`src/rtl/rcs_pkg.sv`:
```
package rcs_pkg;

  typedef enum logic [1:0] {
    OP_NOP = 2'd0,
    OP_ACT = 2'd1,
    OP_PRE = 2'd2,
    OP_RBM = 2'd3
  } rcs_op_e;

  typedef enum logic [3:0] {
    ST_IDLE,
    ST_ACT_SRC,
    ST_W_ACT_SRC,
    ST_MOVE,
    ST_W_MOVE,
    ST_PRE_HOP,
    ST_ACT_DST,
    ST_W_ACT_DST,
    ST_PRE_FIN,
    ST_W_PRE_FIN,
    ST_DONE,
    ST_FAULT
  } rcs_state_e;

endpackage

```
`src/rtl/rcs_gap_timer.sv`:
```
module rcs_gap_timer #(
  parameter int CNT_W = 4
) (
  input  logic             clk,
  input  logic             rst_n,
  input  logic             load,
  input  logic [CNT_W-1:0] load_val,
  output logic             expire
);

  logic [CNT_W-1:0] cnt_q;
  logic [CNT_W-1:0] cnt_d;
  logic             cnt_en;

  // counter runs only while loaded or non-zero
  assign cnt_en = load || (cnt_q != '0);

  always_comb begin
    cnt_d = cnt_q;
    if (load)           cnt_d = load_val;
    else if (cnt_q != '0) cnt_d = cnt_q - 1'b1;
  end

  always_ff @(posedge clk or negedge rst_n) begin
    if (!rst_n)      cnt_q <= '0;
    else if (cnt_en) cnt_q <= cnt_d;
  end

  // last wait cycle of the gap
  assign expire = (cnt_q == CNT_W'(1));

  // a running gap never jumps; it shrinks by one per cycle
  a_r3_gap_counts_down: assert property (@(posedge clk) disable iff (!rst_n)
    (!load && cnt_q != '0) |=> (cnt_q == $past(cnt_q) - 1'b1));

endmodule

```
`src/rtl/rcs_hop_path.sv`:
```
module rcs_hop_path #(
  parameter int SUB_W = 3
) (
  input  logic [SUB_W-1:0] cur_sub,
  input  logic [SUB_W-1:0] dst_sub,
  output logic [SUB_W-1:0] nxt_sub,
  output logic             last_hop
);

  logic step_up;

  assign step_up  = (dst_sub > cur_sub);
  assign nxt_sub  = step_up ? (cur_sub + 1'b1) : (cur_sub - 1'b1);
  assign last_hop = (nxt_sub == dst_sub);

endmodule

```
`src/rtl/rcs_cmd_drive.sv`:
```
module rcs_cmd_drive
  import rcs_pkg::*;
#(
  parameter int SUB_W = 3,
  parameter int ROW_W = 9
) (
  input  rcs_state_e       state,
  input  logic [SUB_W-1:0] cur_sub,
  input  logic [SUB_W-1:0] nxt_sub,
  input  logic [ROW_W-1:0] src_row,
  input  logic [SUB_W-1:0] end_sub,
  input  logic [ROW_W-1:0] end_row,
  output logic [1:0]       cmd_op,
  output logic [SUB_W-1:0] cmd_sub,
  output logic [SUB_W-1:0] cmd_tgt,
  output logic [ROW_W-1:0] cmd_row
);

  always_comb begin
    cmd_op  = OP_NOP;
    cmd_sub = '0;
    cmd_tgt = '0;
    cmd_row = '0;
    unique case (state)
      ST_ACT_SRC: begin
        cmd_op  = OP_ACT;
        cmd_sub = cur_sub;
        cmd_row = src_row;
      end
      ST_MOVE: begin
        cmd_op  = OP_RBM;
        cmd_sub = cur_sub;
        cmd_tgt = nxt_sub;
      end
      ST_PRE_HOP: begin
        cmd_op  = OP_PRE;
        cmd_sub = cur_sub;
      end
      ST_ACT_DST: begin
        cmd_op  = OP_ACT;
        cmd_sub = end_sub;
        cmd_row = end_row;
      end
      ST_PRE_FIN: begin
        cmd_op  = OP_PRE;
        cmd_sub = end_sub;
      end
      default: ;
    endcase
  end

endmodule

```
`src/rtl/rowcopy_seq.sv`:
```
module rowcopy_seq
  import rcs_pkg::*;
#(
  parameter int N_SUB        = 8,
  parameter int ROWS_PER_SUB = 512,
  parameter int T_RCD        = 6,
  parameter int T_RP         = 6,
  parameter int T_RBM        = 4
) (
  input  logic                            clk,
  input  logic                            rst_n,
  input  logic                            req_valid,
  input  logic                            req_copy,
  input  logic [$clog2(N_SUB)-1:0]        req_src_sub,
  input  logic [$clog2(ROWS_PER_SUB)-1:0] req_src_row,
  input  logic [$clog2(N_SUB)-1:0]        req_dst_sub,
  input  logic [$clog2(ROWS_PER_SUB)-1:0] req_dst_row,
  output logic                            busy,
  output logic                            done,
  output logic                            err,
  output logic [1:0]                      cmd_op,
  output logic [$clog2(N_SUB)-1:0]        cmd_sub,
  output logic [$clog2(N_SUB)-1:0]        cmd_tgt,
  output logic [$clog2(ROWS_PER_SUB)-1:0] cmd_row
);

  localparam int SUB_W   = $clog2(N_SUB);
  localparam int ROW_W   = $clog2(ROWS_PER_SUB);
  localparam int GAP_A   = (T_RCD > T_RP) ? T_RCD : T_RP;
  localparam int GAP_MAX = (GAP_A > T_RBM) ? GAP_A : T_RBM;
  localparam int CNT_W   = $clog2(GAP_MAX + 1);
  localparam logic [CNT_W-1:0] LD_RCD = CNT_W'(T_RCD - 1);
  localparam logic [CNT_W-1:0] LD_RP  = CNT_W'(T_RP - 1);
  localparam logic [CNT_W-1:0] LD_RBM = CNT_W'(T_RBM - 1);

  rcs_state_e       state_q, state_d;
  logic             is_copy_q;
  logic [ROW_W-1:0] src_row_q;
  logic [SUB_W-1:0] end_sub_q;
  logic [ROW_W-1:0] end_row_q;
  logic [SUB_W-1:0] cur_sub_q;

  logic             cap_en;
  logic             hop_en;
  logic             same_sub;
  logic [SUB_W-1:0] nxt_sub;
  logic             last_hop;
  logic             gap_load;
  logic [CNT_W-1:0] gap_val;
  logic             gap_exp;

  // ---------------- request capture ----------------
  assign cap_en   = (state_q == ST_IDLE) && req_valid;
  assign hop_en   = (state_q == ST_PRE_HOP);
  assign same_sub = (req_src_sub == req_dst_sub);

  always_ff @(posedge clk or negedge rst_n) begin
    if (!rst_n) begin
      is_copy_q <= 1'b0;
      src_row_q <= '0;
      end_sub_q <= '0;
      end_row_q <= '0;
    end else if (cap_en) begin
      is_copy_q <= req_copy;
      src_row_q <= req_src_row;
      end_sub_q <= req_copy ? req_dst_sub : req_src_sub;
      end_row_q <= req_copy ? req_dst_row : req_src_row;
    end
  end

  always_ff @(posedge clk or negedge rst_n) begin
    if (!rst_n)      cur_sub_q <= '0;
    else if (cap_en) cur_sub_q <= req_src_sub;
    else if (hop_en) cur_sub_q <= nxt_sub;
  end

  // ---------------- hop path ----------------
  rcs_hop_path #(.SUB_W(SUB_W)) u_path (
    .cur_sub  (cur_sub_q),
    .dst_sub  (end_sub_q),
    .nxt_sub  (nxt_sub),
    .last_hop (last_hop)
  );

  // ---------------- gap timer ----------------
  always_comb begin
    gap_load = 1'b0;
    gap_val  = LD_RCD;
    unique case (state_q)
      ST_ACT_SRC, ST_ACT_DST: begin gap_load = 1'b1; gap_val = LD_RCD; end
      ST_MOVE:                begin gap_load = 1'b1; gap_val = LD_RBM; end
      ST_PRE_FIN:             begin gap_load = 1'b1; gap_val = LD_RP;  end
      default: ;
    endcase
  end

  rcs_gap_timer #(.CNT_W(CNT_W)) u_gap (
    .clk      (clk),
    .rst_n    (rst_n),
    .load     (gap_load),
    .load_val (gap_val),
    .expire   (gap_exp)
  );

  // ---------------- sequencing ----------------
  always_comb begin
    state_d = state_q;
    unique case (state_q)
      ST_IDLE:      if (req_valid) state_d = (req_copy && same_sub) ? ST_FAULT : ST_ACT_SRC;
      ST_ACT_SRC:   state_d = ST_W_ACT_SRC;
      ST_W_ACT_SRC: if (gap_exp) state_d = is_copy_q ? ST_MOVE : ST_PRE_FIN;
      ST_MOVE:      state_d = ST_W_MOVE;
      ST_W_MOVE:    if (gap_exp) state_d = ST_PRE_HOP;
      ST_PRE_HOP:   state_d = last_hop ? ST_ACT_DST : ST_MOVE;
      ST_ACT_DST:   state_d = ST_W_ACT_DST;
      ST_W_ACT_DST: if (gap_exp) state_d = ST_PRE_FIN;
      ST_PRE_FIN:   state_d = ST_W_PRE_FIN;
      ST_W_PRE_FIN: if (gap_exp) state_d = ST_DONE;
      ST_DONE:      state_d = ST_IDLE;
      ST_FAULT:     state_d = ST_IDLE;
      default:      state_d = ST_IDLE;
    endcase
  end

  always_ff @(posedge clk or negedge rst_n) begin
    if (!rst_n) state_q <= ST_IDLE;
    else        state_q <= state_d;
  end

  assign busy = (state_q != ST_IDLE);
  assign done = (state_q == ST_DONE) || (state_q == ST_FAULT);
  assign err  = (state_q == ST_FAULT);

  // ---------------- command drive ----------------
  rcs_cmd_drive #(.SUB_W(SUB_W), .ROW_W(ROW_W)) u_drive (
    .state   (state_q),
    .cur_sub (cur_sub_q),
    .nxt_sub (nxt_sub),
    .src_row (src_row_q),
    .end_sub (end_sub_q),
    .end_row (end_row_q),
    .cmd_op  (cmd_op),
    .cmd_sub (cmd_sub),
    .cmd_tgt (cmd_tgt),
    .cmd_row (cmd_row)
  );

  // ---------------- assertions ----------------
  logic [SUB_W:0] tgt_x, sub_x;
  assign tgt_x = {1'b0, cmd_tgt};
  assign sub_x = {1'b0, cmd_sub};

  a_r1_idle_quiet: assert property (@(posedge clk) disable iff (!rst_n)
    !busy |-> (cmd_op == OP_NOP && !done && !err));

  a_r4_hop_adjacent: assert property (@(posedge clk) disable iff (!rst_n)
    (cmd_op == OP_RBM) |-> (tgt_x == sub_x + 1'b1 || sub_x == tgt_x + 1'b1));

  a_r5_dst_after_hop_pre: assert property (@(posedge clk) disable iff (!rst_n)
    (state_q == ST_ACT_DST) |-> ($past(cmd_op) == OP_PRE));

  a_r6_done_within_busy: assert property (@(posedge clk) disable iff (!rst_n)
    done |-> busy);

  a_r6_done_single_pulse: assert property (@(posedge clk) disable iff (!rst_n)
    done |=> (!done && !busy));

  a_r7_err_silent: assert property (@(posedge clk) disable iff (!rst_n)
    err |-> (done && cmd_op == OP_NOP));

  a_r8_busy_held: assert property (@(posedge clk) disable iff (!rst_n)
    (busy && !done) |=> busy);

endmodule

```
`config.mk`:
```
export PLATFORM = sky130hd
export DESIGN_NAME = rowcopy_seq
export DESIGN_NICKNAME = d
export VERILOG_FILES = /design/src/rtl/rcs_pkg.sv /design/src/rtl/rcs_gap_timer.sv /design/src/rtl/rcs_hop_path.sv /design/src/rtl/rcs_cmd_drive.sv /design/src/rtl/rowcopy_seq.sv
export SDC_FILE = /design/constraint.sdc
export NUM_CORES = 1
export LEC_CHECK = 0
export BUFFER_PORTS_ARGS = -buffer_cell sky130_fd_sc_hd__buf_2
export CORE_UTILIZATION = 58
export CTS_CLUSTER_DIAMETER = 150
export DETAILED_ROUTE_END_ITERATION = 6
export PLACE_DENSITY = 0.85
export SLEW_MARGIN = 25
export SYNTH_ARGS = -nofsm -noshare
export SYNTH_HDL_FRONTEND = slang
export SYNTH_SLANG_ARGS = --single-unit
export TNS_END_PERCENT = 50
```
`constraint.sdc`:
```
create_clock -name clk -period 6.1 [get_ports clk]
set_input_delay 0.915 -clock clk [delete_from_list [all_inputs] [get_ports clk]]
set_output_delay 0.915 -clock clk [all_outputs]
set_load 0.03 [all_outputs]
```
==> results.md, run 1 <==
* H-tree depth at 2
* Maximum root-to-sink buffer count at 2
* Drt drc at 0
* Max cap viols at 0
* Status: complete, no violations
* Pre-Repair DR Iteration Count at 4
* Fin Setup TNS at 0 ns
* Final WL at 4.95 mm
* Core ar. at 3440 um2
* Pwr Density at 595 nW/um2
* Final hold viol count at 0
* CTS root buf: clkbuf_8
* Row cnt at 21
* DR vias/cell at 5.83
* Mapped Nets at around 300
* Ant diodes at 0
* Final hold slack at 0.477 ns
* Share of the synthesized area in the top cell type at 37.2%
* Lkg Pwr at 1.23 nW
* Crit-path cells: ha_1, a211o_1, and2_1, fa_1, nand4_1, o31ai_1, a211oi_2, xnor2_1, nor2_1, buf_2
* Antenna viol nets, final at 0
* Hold_sp: src_row_q[5]
* Peak Freq at 259 MHz
* Most used DFF post-synth: dfrtp_1
* Ys async rst share at 100%
* Die Wd at 62.9 um
* IO Pins at 48
* Synth Warn # at 0
* Setup bufs post-CTS at 0
* Cell count after synthesis at 260
* GRT Total Usage at ~28%
* Count leader, synth: nand2_1
* Post-CTS Hold Buffers at 0
* Grt total ovfl at 0
* Vias in the first global route at 1927
* Crit. End Element: primary output
* Critical Path Source: end_sub_q[1]
* Synth Area per Inst at 8.28 um2
* Fraction of layout cells with a size suffix above 1 at 20.7%
* CTS buffer count at 5
* Number of synthesized flops with an enable pin at 0
* Die Y at 62.9 um
* PortBufs at 47
* Leading area contributor after synthesis: dfrtp_1
* CTS sink cnt at 32
* Vias post-DR at around 2000
* Most common library cells after synthesis: nand2_1, dfrtp_1, nor2_1
* Crit path arrival time at a little under 3 ns
* Detailed-route wire length per cell at 14.3 um
* Max Slew Vio Count at 0
* Largest cells by area after synthesis: dfrtp_1, nand2_1, mux2i_1, nor2_1, o21ai_0
* Register area share after synthesis at 37.2%
* Layout fillers at about 270
* Worst path slowest cell: dfrtp_1
* Later-pin clock latency in the skew report at 0.28 ns
* Synth Register Bits at 32
* HP Class: reg2reg
* Peak VDD IR at 0.271 mV
* Syn-to-layout area delta at 14.9%
* Data required, critical path at a little over 5 ns
* First-pass GRT wire length at 8.65 mm
* Clock-pin slew on the worst setup and hold paths at 0.07 ns
* Final worst-path cycle share at 63.4%
* WS Path Type: reg2out
* Die ar. at 3960 um2
* Crit-path max FO at 5
* RSZ-0062 raised after global routing: no
* Hpwl dp at 3.43 mm
* Largest net degree at the start of global routing at 36
* R2R Path Start: end_sub_q[1]
* CTS tree: done
* RD Place Congestion at 0.921
* Crit path largest cell delay at 0.45 ns
* Worst Setup Start Kind: register
* Resized cells post-CTS at 0
* Synthesized cell area at 2150 um2
* Initial Util at 62.5%
* Initial DRC Count at 210
* Final setup vio count at 0
* Post-route setup slack at 2.23 ns
* Slew headroom at 33.3%
* Final min period at 3.87 ns
* Clk_skew at 0.00672 ns
* Post-layout power at 1.47 mW
* Worst slew pin tran at between 0.9 and 1 ns
* Initial antenna violation count at 0
* Count of cell types in the netlist at between 40 and 50
* Setup WS pre-CTS at about 2.6 ns
* # nets final at 333
## report_power, final
part | internal [mW] | leakage (nW) | switching (mW)
registers | 0.315 | 0.395 | 0.149
logic | 0.338 | 0.786 | 0.499
clock network | 0.0916 | 0.0445 | 0.0785
## routing by layer
layer  GRT usage [%]  vias up  part of all wire, %
li1                -      985                    -
met1            35.6      943                   45
met2            44.9       73                   47
met3            7.12       10                  6.2
met4            9.01        0                  1.5
met5               0        -                    0
## state kept, by name, indices dropped and copies added, names as in the netlist
name,count
is_copy_q,1
state_q,4
cur_sub_q,3
src_row_q,9
end_sub_q,3
u_gap.cnt_q,3
end_row_q,9
## cells by family after synthesis
| kind of cell | count (synthesis) | synth area share, % |
|---|---|---|
| and+or+nand+nor | 107 | 22.6 |
| AOI/OAI and AO/OA | 62 | 19.9 |
| DFF | 32 | 37.2 |
| buffers and inverters | 29 | 5.58 |
| muxes | 15 | 7.03 |
| xor gates and xnor gates | 8 | 3.26 |
| adders and majority gates | 7 | 4.42 |
## worst paths after layout
| check | end | depth (start not counted) | slack, ns |
|---|---|---|---|
| max reg2reg | state_q[2] | 9 | 3.28 |
| max | cmd_tgt[2] | 10 | 2.23 |
| min reg2reg | src_row_q[5] | 2 | 0.48 |
| max in group asynchronous | state_q[3] | 1 | 4.94 |
| min in group asynchronous | state_q[0] | 1 | 0.67 |
| min | src_row_q[5] | 2 | 0.48 |
## through the flow
stage | util, % | instance area [um2] | cells
final | 71.8 | 2470 | 345
after global routing | 71.8 | 2470 | 345
after CTS | 71.8 | 2470 | 345
after detailed placement | 69.1 | 2380 | 337
after global placement | 69.1 | 2380 | 337
after floorplan | - | 2150 | 260
## cells in the final DEF (no fill, tap or decap), types with 2 or more instances in the layout
cell type  synthesis  layout
a21oi_1            4       4
a221o_1            3       3
a22oi_1           13      13
a32oi_1            4       4
and2_1             2       2
and3_1             2       2
buf_2              6      47
clkbuf_8           0       6
dfrtp_1           32      31
ha_1               6       6
inv_1             12      12
mux2i_1           14      14
nand2_1           52      52
nand2b_1           3       3
nand3_1            4       4
nor2_1            29      29
nor3_1             3       3
nor3b_1            2       2
o21ai_0           20      20
o22ai_1            3       3
o31ai_1            2       2
o32ai_1            2       2
or3_1              2       2
xnor2_1            5       5
xor2_1             3       3
## worst max-delay path, delay by kind of cell, from the launching register on
| kind | cells | cell delay, ns |
|---|---|---|
| compound gates | 3 | 0.78 |
| xor+xnor | 1 | 0.16 |
| simple gates | 3 | 0.32 |
| flops | 1 | 0.45 |
| fa+ha+maj | 2 | 0.77 |
| buf+inv | 1 | 0.18 |
## area by class of cell
| class | count | area [um2] | share of cell area (%) |
|---|---|---|---|
| clock buffer | 7 | 86.3 | 3.49 |
| clock inverter | 1 | 7.51 | 0.304 |
| inverter | 12 | 45.0 | 1.82 |
| multi-input combinational | 199 | 1230 | 49.8 |
| sequential | 32 | 802 | 32.4 |
| tap | 46 | 57.6 | 2.33 |
| timing repair buffer | 48 | 243 | 9.82 |
No activity file was read; power rests on OpenSTA's default activity.
==> run 2: changes to the inputs <==
Settings changed: CORE_UTILIZATION 58 to 49, PLACE_DENSITY 0.85 to 0.76.
Clock period 6.1 ns to 3.3 ns, I/O delays scaled along.
==> results.md, run 2 (synthesis gave the netlist of run 1 again) <==
* Crit-path cells: ha_4, a211o_1, and2_4, fa_2, nand4_1, o31ai_1, a211oi_2, xnor2_1, nor2_1, buf_4
* Crit path largest cell delay at 0.45 ns (about the same)
* Vias post-DR at 2044 (+1.6%)
* Layout fillers at 391 (+43%)
* IO Pins at 48 (unchanged)
* Die ar. at 4660 um2 (+18%)
* Final worst-path cycle share at 97.1%
* Data required, critical path at 2.80 ns (-2.38 ns)
* CTS sink cnt at 32 (unchanged)
* Sequential power share at 25.7% (-5.9 points)
* RD Place Congestion at 0.824 (-11%)
* HP Class: in2async
* Area post-placement at 2430 um2 (+2.1%)
* Initial Util at 52.3% (-10 points)
* Peak VDD IR at 0.525 mV (+94%)
* Worst path slowest cell: dfrtp_2
* Most frequent cells in the layout: nand2_1, buf_2, nor2_1, dfrtp_1, o21ai_0
* R2R Path Start: end_sub_q[1]
* Final hold viol count at 0 (unchanged)
* Later-pin clock latency in the skew report at 0.28 ns (about the same)
* Fraction of layout cells with a size suffix above 1 at 26.5% (+5.8 points)
* CTS buffer count at 5 (unchanged)
* Crit. End Element: primary output
* CTS root buf: clkbuf_8
* Final hold slack at 0.264 ns (-0.213 ns)
* Pwr Density at 1130 nW/um2 (+91%)
* Reg2Reg Depth at 9 (unchanged)
* Register-to-register setup slack at 0.52 ns (-2.76 ns)
* PortBufs at 47 (unchanged)
* Vias in the first global route at 1853 (-3.8%)
* Critical Path Source: end_sub_q[1]
* Largest regs: end_row_q (9), src_row_q (9), state_q (4)
* First-pass GRT wire length at 8.25 mm (-4.5%)
* Largest net degree at the start of global routing at 36 (unchanged)
* Net Sw Power at 1.41 mW (+94%)
* H-tree depth at 2 (unchanged)
* Lkg Pwr at 1.28 nW (+4.1%)
* Internal Pwr Total at 1.54 mW (+110%)
* CTS tree: done
* GRT Total Usage at 24.1% (-3.6 points)
* Final WL at 5.14 mm (+3.9%)
* CP endpoint: cmd_tgt[2]
* Initial DRC Count at 175 (-17%)
* # nets final at 343 (+3.0%)
* Commonest non-fill, non-tap cell in the layout: nand2_1
* WS Path Type: reg2out
* Combinational power share at 63.9% (+7.0 points)
* Core ar. at 4120 um2 (+20%)
* Clk_skew at 0.00265 ns (-0.00407 ns)
* Post-CTS Hold Buffers at 0 (unchanged)
* Clock power frac at 10.4% (-1.2 points)
* DR vias/cell at 5.69 (-2.3%)
* Detailed-route wire length per cell at 14.3 um (-0.11%)
* Initial antenna violation count at 0 (unchanged)
* Max cap viols at 0 (unchanged)
* Sw Ratio at 47.7% (-1.7 points)
* Final min period at 3.21 ns
* Die Y at 68.3 um (+8.5%)
* Row cnt at 23 (+9.5%)
* Ant diodes at 0 (unchanged)
* Hpwl dp at 3.58 mm (+4.4%)
* Grt total ovfl at 0 (unchanged)
* Max Slew Vio Count at 0 (unchanged)
* Worst Setup Start Kind: register
* Clock-pin slew on the worst setup and hold paths at 0.06 ns (about the same)
* Post-layout power at 2.95 mW (+100%)
* Final instance area at 2600 um2 (+5.2%)
* Die Wd at 68.3 um (+8.5%)
* Antenna viol nets, final at 0 (unchanged)
* Slew headroom at 52.1% (+19 points)
* Crit-path max FO at 5 (unchanged)
* Syn-to-layout area delta at 20.9%
* Drt drc at 0 (unchanged)
* Worst r2r dst: cur_sub_q[2]
* Worst slew pin tran at 0.718 ns (-0.278 ns)
* Final setup vio count at 0 (unchanged)
* Maximum root-to-sink buffer count at 2 (unchanged)
* Pre-Repair DR Iteration Count at 4 (unchanged)
* Peak Freq at 312 MHz
* Crit path arrival time at 2.71 ns (-0.24 ns)
* Status: complete, no violations
run 2: worst min-delay path by stage:
stage | startpoint | end | slack, ns | depth (start not counted)
after floorplan | rst_n | cur_sub_q[0] | 0.20 | 0
after global placement | src_row_q[0] | src_row_q[0] | 0.46 | 2
after detailed placement | src_row_q[2] | src_row_q[2] | 0.46 | 2
after CTS | rst_n | src_row_q[5] | 0.29 | 1
after global routing | rst_n | src_row_q[8] | 0.32 | 1
final | rst_n | src_row_q[5] | 0.26 | 1
run 2: power groups by stage:
| stage | combinational, mW | sequential, mW | clock [mW] |
|---|---|---|---|
| after CTS | 1.77 | 0.740 | 0.313 |
| after detailed placement | 1.70 | 0.750 | 0 |
| after floorplan | 1.36 | 0.704 | 0 |
| final | 1.89 | 0.758 | 0.308 |
| after global placement | 1.68 | 0.739 | 0 |
| after global routing | 2.09 | 0.787 | 0.324 |
run 2: per-stage QoR:
stage / TNS (ns) / worst slack (ns) / std cells / utilization, %
2_1_floorplan: 0 / 0.210 / 260 / -
6_report: 0 / 0.0944 / 359 / 63.2
3_3_place_gp: 0 / 0.203 / 347 / 59.0
3_5_place_dp: 0 / 0.131 / 347 / 59.0
4_1_cts: 0 / 0.00492 / 357 / 61.7
5_1_grt: -0.0120 / -0.0120 / 359 / 63.2
run 2: area by class of cell:
type	count	area, um2	share of cell area, %
Tap cell	50	62.6	2.41
Sequential cell	32	805	30.9
Timing Repair Buffer	58	320	12.3
Multi-Input combinational cell	199	1280	49.2
Clock buffer	8	90.1	3.46
Inverter	12	45.0	1.73
run 2: routing by layer:
| layer | track usage (%) | part of all wire, % | wire (um) |
|---|---|---|---|
| met2 | 40.4 | 48 | 2470 |
| met1 | 30.5 | 47 | 2390 |
| met5 | 0 | 0 | 0 |
| met4 | 8.59 | 1.7 | 87 |
| met3 | 4.83 | 3.7 | 192 |
run 2: worst max-delay path, delay by kind of cell (launching register included):
kind | cells | cell delay, ns
AO/OA/AOI/OAI | 3 | 0.70
adder cells (fa/ha/maj) | 2 | 0.62
flip-flops | 1 | 0.45
AND/OR/NAND/NOR | 3 | 0.32
buffers and inverters | 1 | 0.17
XOR/XNOR | 1 | 0.16
run 2: repair_timing:
item	CTS	global route
resized for setup	2	11
buffers inserted	2	2
setup endpoints to repair	1	1
pin swaps	1	1
==> run 3: changes to the inputs <==
==> constraint.sdc (replaced) <==
create_clock -name clk -period 3.3 [get_ports clk]
set_input_delay 0.165 -clock clk [delete_from_list [all_inputs] [get_ports clk]]
set_output_delay 0.165 -clock clk [all_outputs]
set_load 0.03 [all_outputs]
==> results.md, run 3 (synthesis gave the netlist of run 1 again) <==
* Worst path slowest cell: fa_1
* Crit path largest cell delay at 0.42 ns (-0.03 ns)
* Critical Path Source: cur_sub_q[1]
* Final setup vio count at 0 (unchanged)
* Largest regs: end_row_q (9), src_row_q (9), state_q (4)
* Peak Freq at 330 MHz (+5.6%)
* Status: complete, no violations
* Post-route setup slack at 0.265 ns (+0.171 ns)
* Max cap viols at 0 (unchanged)
* Slew headroom at 29.7% (-22 points)
* Commonest non-fill, non-tap cell in the layout: nand2_1
* Later-pin clock latency in the skew report at 0.28 ns (about the same)
* Maximum root-to-sink buffer count at 2 (unchanged)
* Setup WS pre-CTS at 0.487 ns (+0.356 ns)
* HP Class: in2reg
* GRT Total Usage at 25.2% (+1.1 points)
* Largest net degree at the start of global routing at 35 (-2.8%)
* CTS sink cnt at 32 (unchanged)
* Syn-to-layout area delta at 17.4%
* PortBufs at 47 (unchanged)
* WS Path Type: reg2out
* Pwr Density at 1130 nW/um2 (about the same)
* Final instance area at 2530 um2 (-2.8%)
* Worst slew pin tran at 1.05 ns (+0.336 ns)
* Data required, critical path at 3.13 ns (+0.33 ns)
* Vias post-DR at 2007 (-1.8%)
* Final WL at 5.25 mm (+2.0%)
* Final hold viol count at 0 (unchanged)
* Clock-pin slew on the worst setup and hold paths at 0.07 ns (about the same)
* Fraction of layout cells with a size suffix above 1 at 21.5% (-5.1 points)
* Initial DRC Count at 244 (+39%)
* Drt drc at 0 (unchanged)
* RSZ-0062 raised after global routing: no
* Hpwl dp at 3.53 mm (-1.4%)
* Antenna viol nets, final at 0 (unchanged)
* Worst Setup Start Kind: register
* Final worst-path cycle share at 92.0% (-5.2 points)
* Crit. End Element: primary output
* Fin Setup TNS at 0 ns (unchanged)
* Most frequent cells in the layout: nand2_1, buf_2, dfrtp_1
* Max Slew Vio Count at 0 (unchanged)
* Detailed-route wire length per cell at 14.9 um (+3.8%)
* Die ar. at 4660 um2 (unchanged)
* Vias in the first global route at 1896 (+2.3%)
* Area post-placement at 2400 um2 (-1.2%)
* CTS buffer count at 5 (unchanged)
* Crit-path cells: inv_1, ha_1, a211o_1, and2_1, fa_1, nor3_1, a211oi_2, xnor2_1, nor2_1, buf_2
* Die Y at 68.3 um (unchanged)
* Lkg Pwr at 1.26 nW (-1.4%)
* First-pass GRT wire length at 8.70 mm (+5.4%)
* Final min period at 3.03 ns (-0.171 ns)
* Clk_skew at 0.00408 ns (+0.00143 ns)
* DR vias/cell at 5.69 (-0.14%)
* RD Place Congestion at 0.826 (+0.30%)
* Initial Util at 52.3% (unchanged)
* Crit-path max FO at 4 (-1)
* CTS tree: done
* Core ar. at 4120 um2 (unchanged)
* Row cnt at 23 (unchanged)
* Hold_sp: req_src_row[7]
* Final hold slack at 0.0810 ns (-0.183 ns)
* Initial antenna violation count at 0 (unchanged)
* Peak VDD IR at 0.441 mV (-16%)
* # nets final at 337 (-1.7%)
* Ant diodes at 0 (unchanged)
* R2R Path Start: cur_sub_q[1]
* H-tree depth at 2 (unchanged)
* CTS root buf: clkbuf_8
* Die Wd at 68.3 um (unchanged)
* Pre-Repair DR Iteration Count at 4 (unchanged)
* Grt total ovfl at 0 (unchanged)
* IO Pins at 48 (unchanged)
* Crit path arrival time at 2.87 ns (+0.16 ns)
run 3: cell count changes in the layout (fill, tap and decap cells not counted), sizes merged:
cell	change
bufinv	+1
buf	-7
clkinv	+1
clkbuf	-2
dlygate4sd3	+1
run 3: power breakdown:
group	total (mW)	leakage, nW	internal, mW	switching [mW]
Combinational	1.63	0.806	0.675	0.956
Sequential	0.860	0.397	0.581	0.279
Clock	0.377	0.0552	0.224	0.153
run 3: routing by layer:
| metal | vias up | track usage, % | routed length [um] |
|---|---|---|---|
| li1 | 991 | - | - |
| met1 | 938 | 34.0 | 2340 |
| met2 | 69 | 40.1 | 2520 |
| met3 | 9 | 4.00 | 285 |
| met4 | 0 | 10.2 | 101 |
| met5 | - | 0 | 0 |
run 3: stage by stage:
step	instances	utilization, %	total power [mW]
after floorplan	260	-	2.06
after global placement	343	58.3	2.37
after detailed placement	343	58.3	2.42
after CTS	352	61.1	2.81
after global routing	353	61.4	3.12
final	353	61.4	2.87
run 3: final timing paths:
path,to,slack (ns),cells past startpoint
min reg2reg,src_row_q[7],0.48,2
max reg2reg,cur_sub_q[2],0.35,10
min in group asynchronous,src_row_q[8],0.46,2
min,src_row_q[7],0.08,3
max,cmd_tgt[2],0.27,10
max in group asynchronous,state_q[2],2.37,2
run 3: cell type report:
class / instances / area [um2]
sequential: 32 / 801
fill: 363 / 1590
inverter: 12 / 45.0
multi-input combinational: 199 / 1240
clock buffer: 6 / 72.6
tap: 50 / 62.6
timing repair buffer: 52 / 275
clock inverter: 2 / 35.0
run 3: repair_timing:
item,4_1_cts,5_1_grt
resized for setup,0,1
endpoints found under the hold margin,32,0
setup buffers,0,1
setup endpoints to repair,0,1
hold buffers,1,0
run 3: critical path: cells and delay by family (launching register included):
| family | cells | cell delay [ns] |
|---|---|---|
| AND/OR/NAND/NOR | 3 | 0.52 |
| flip-flops | 1 | 0.39 |
| XOR/XNOR | 1 | 0.13 |
| buffers and inverters | 2 | 0.30 |
| adder cells (fa/ha/maj) | 2 | 0.76 |
| AO/OA/AOI/OAI | 2 | 0.47 |
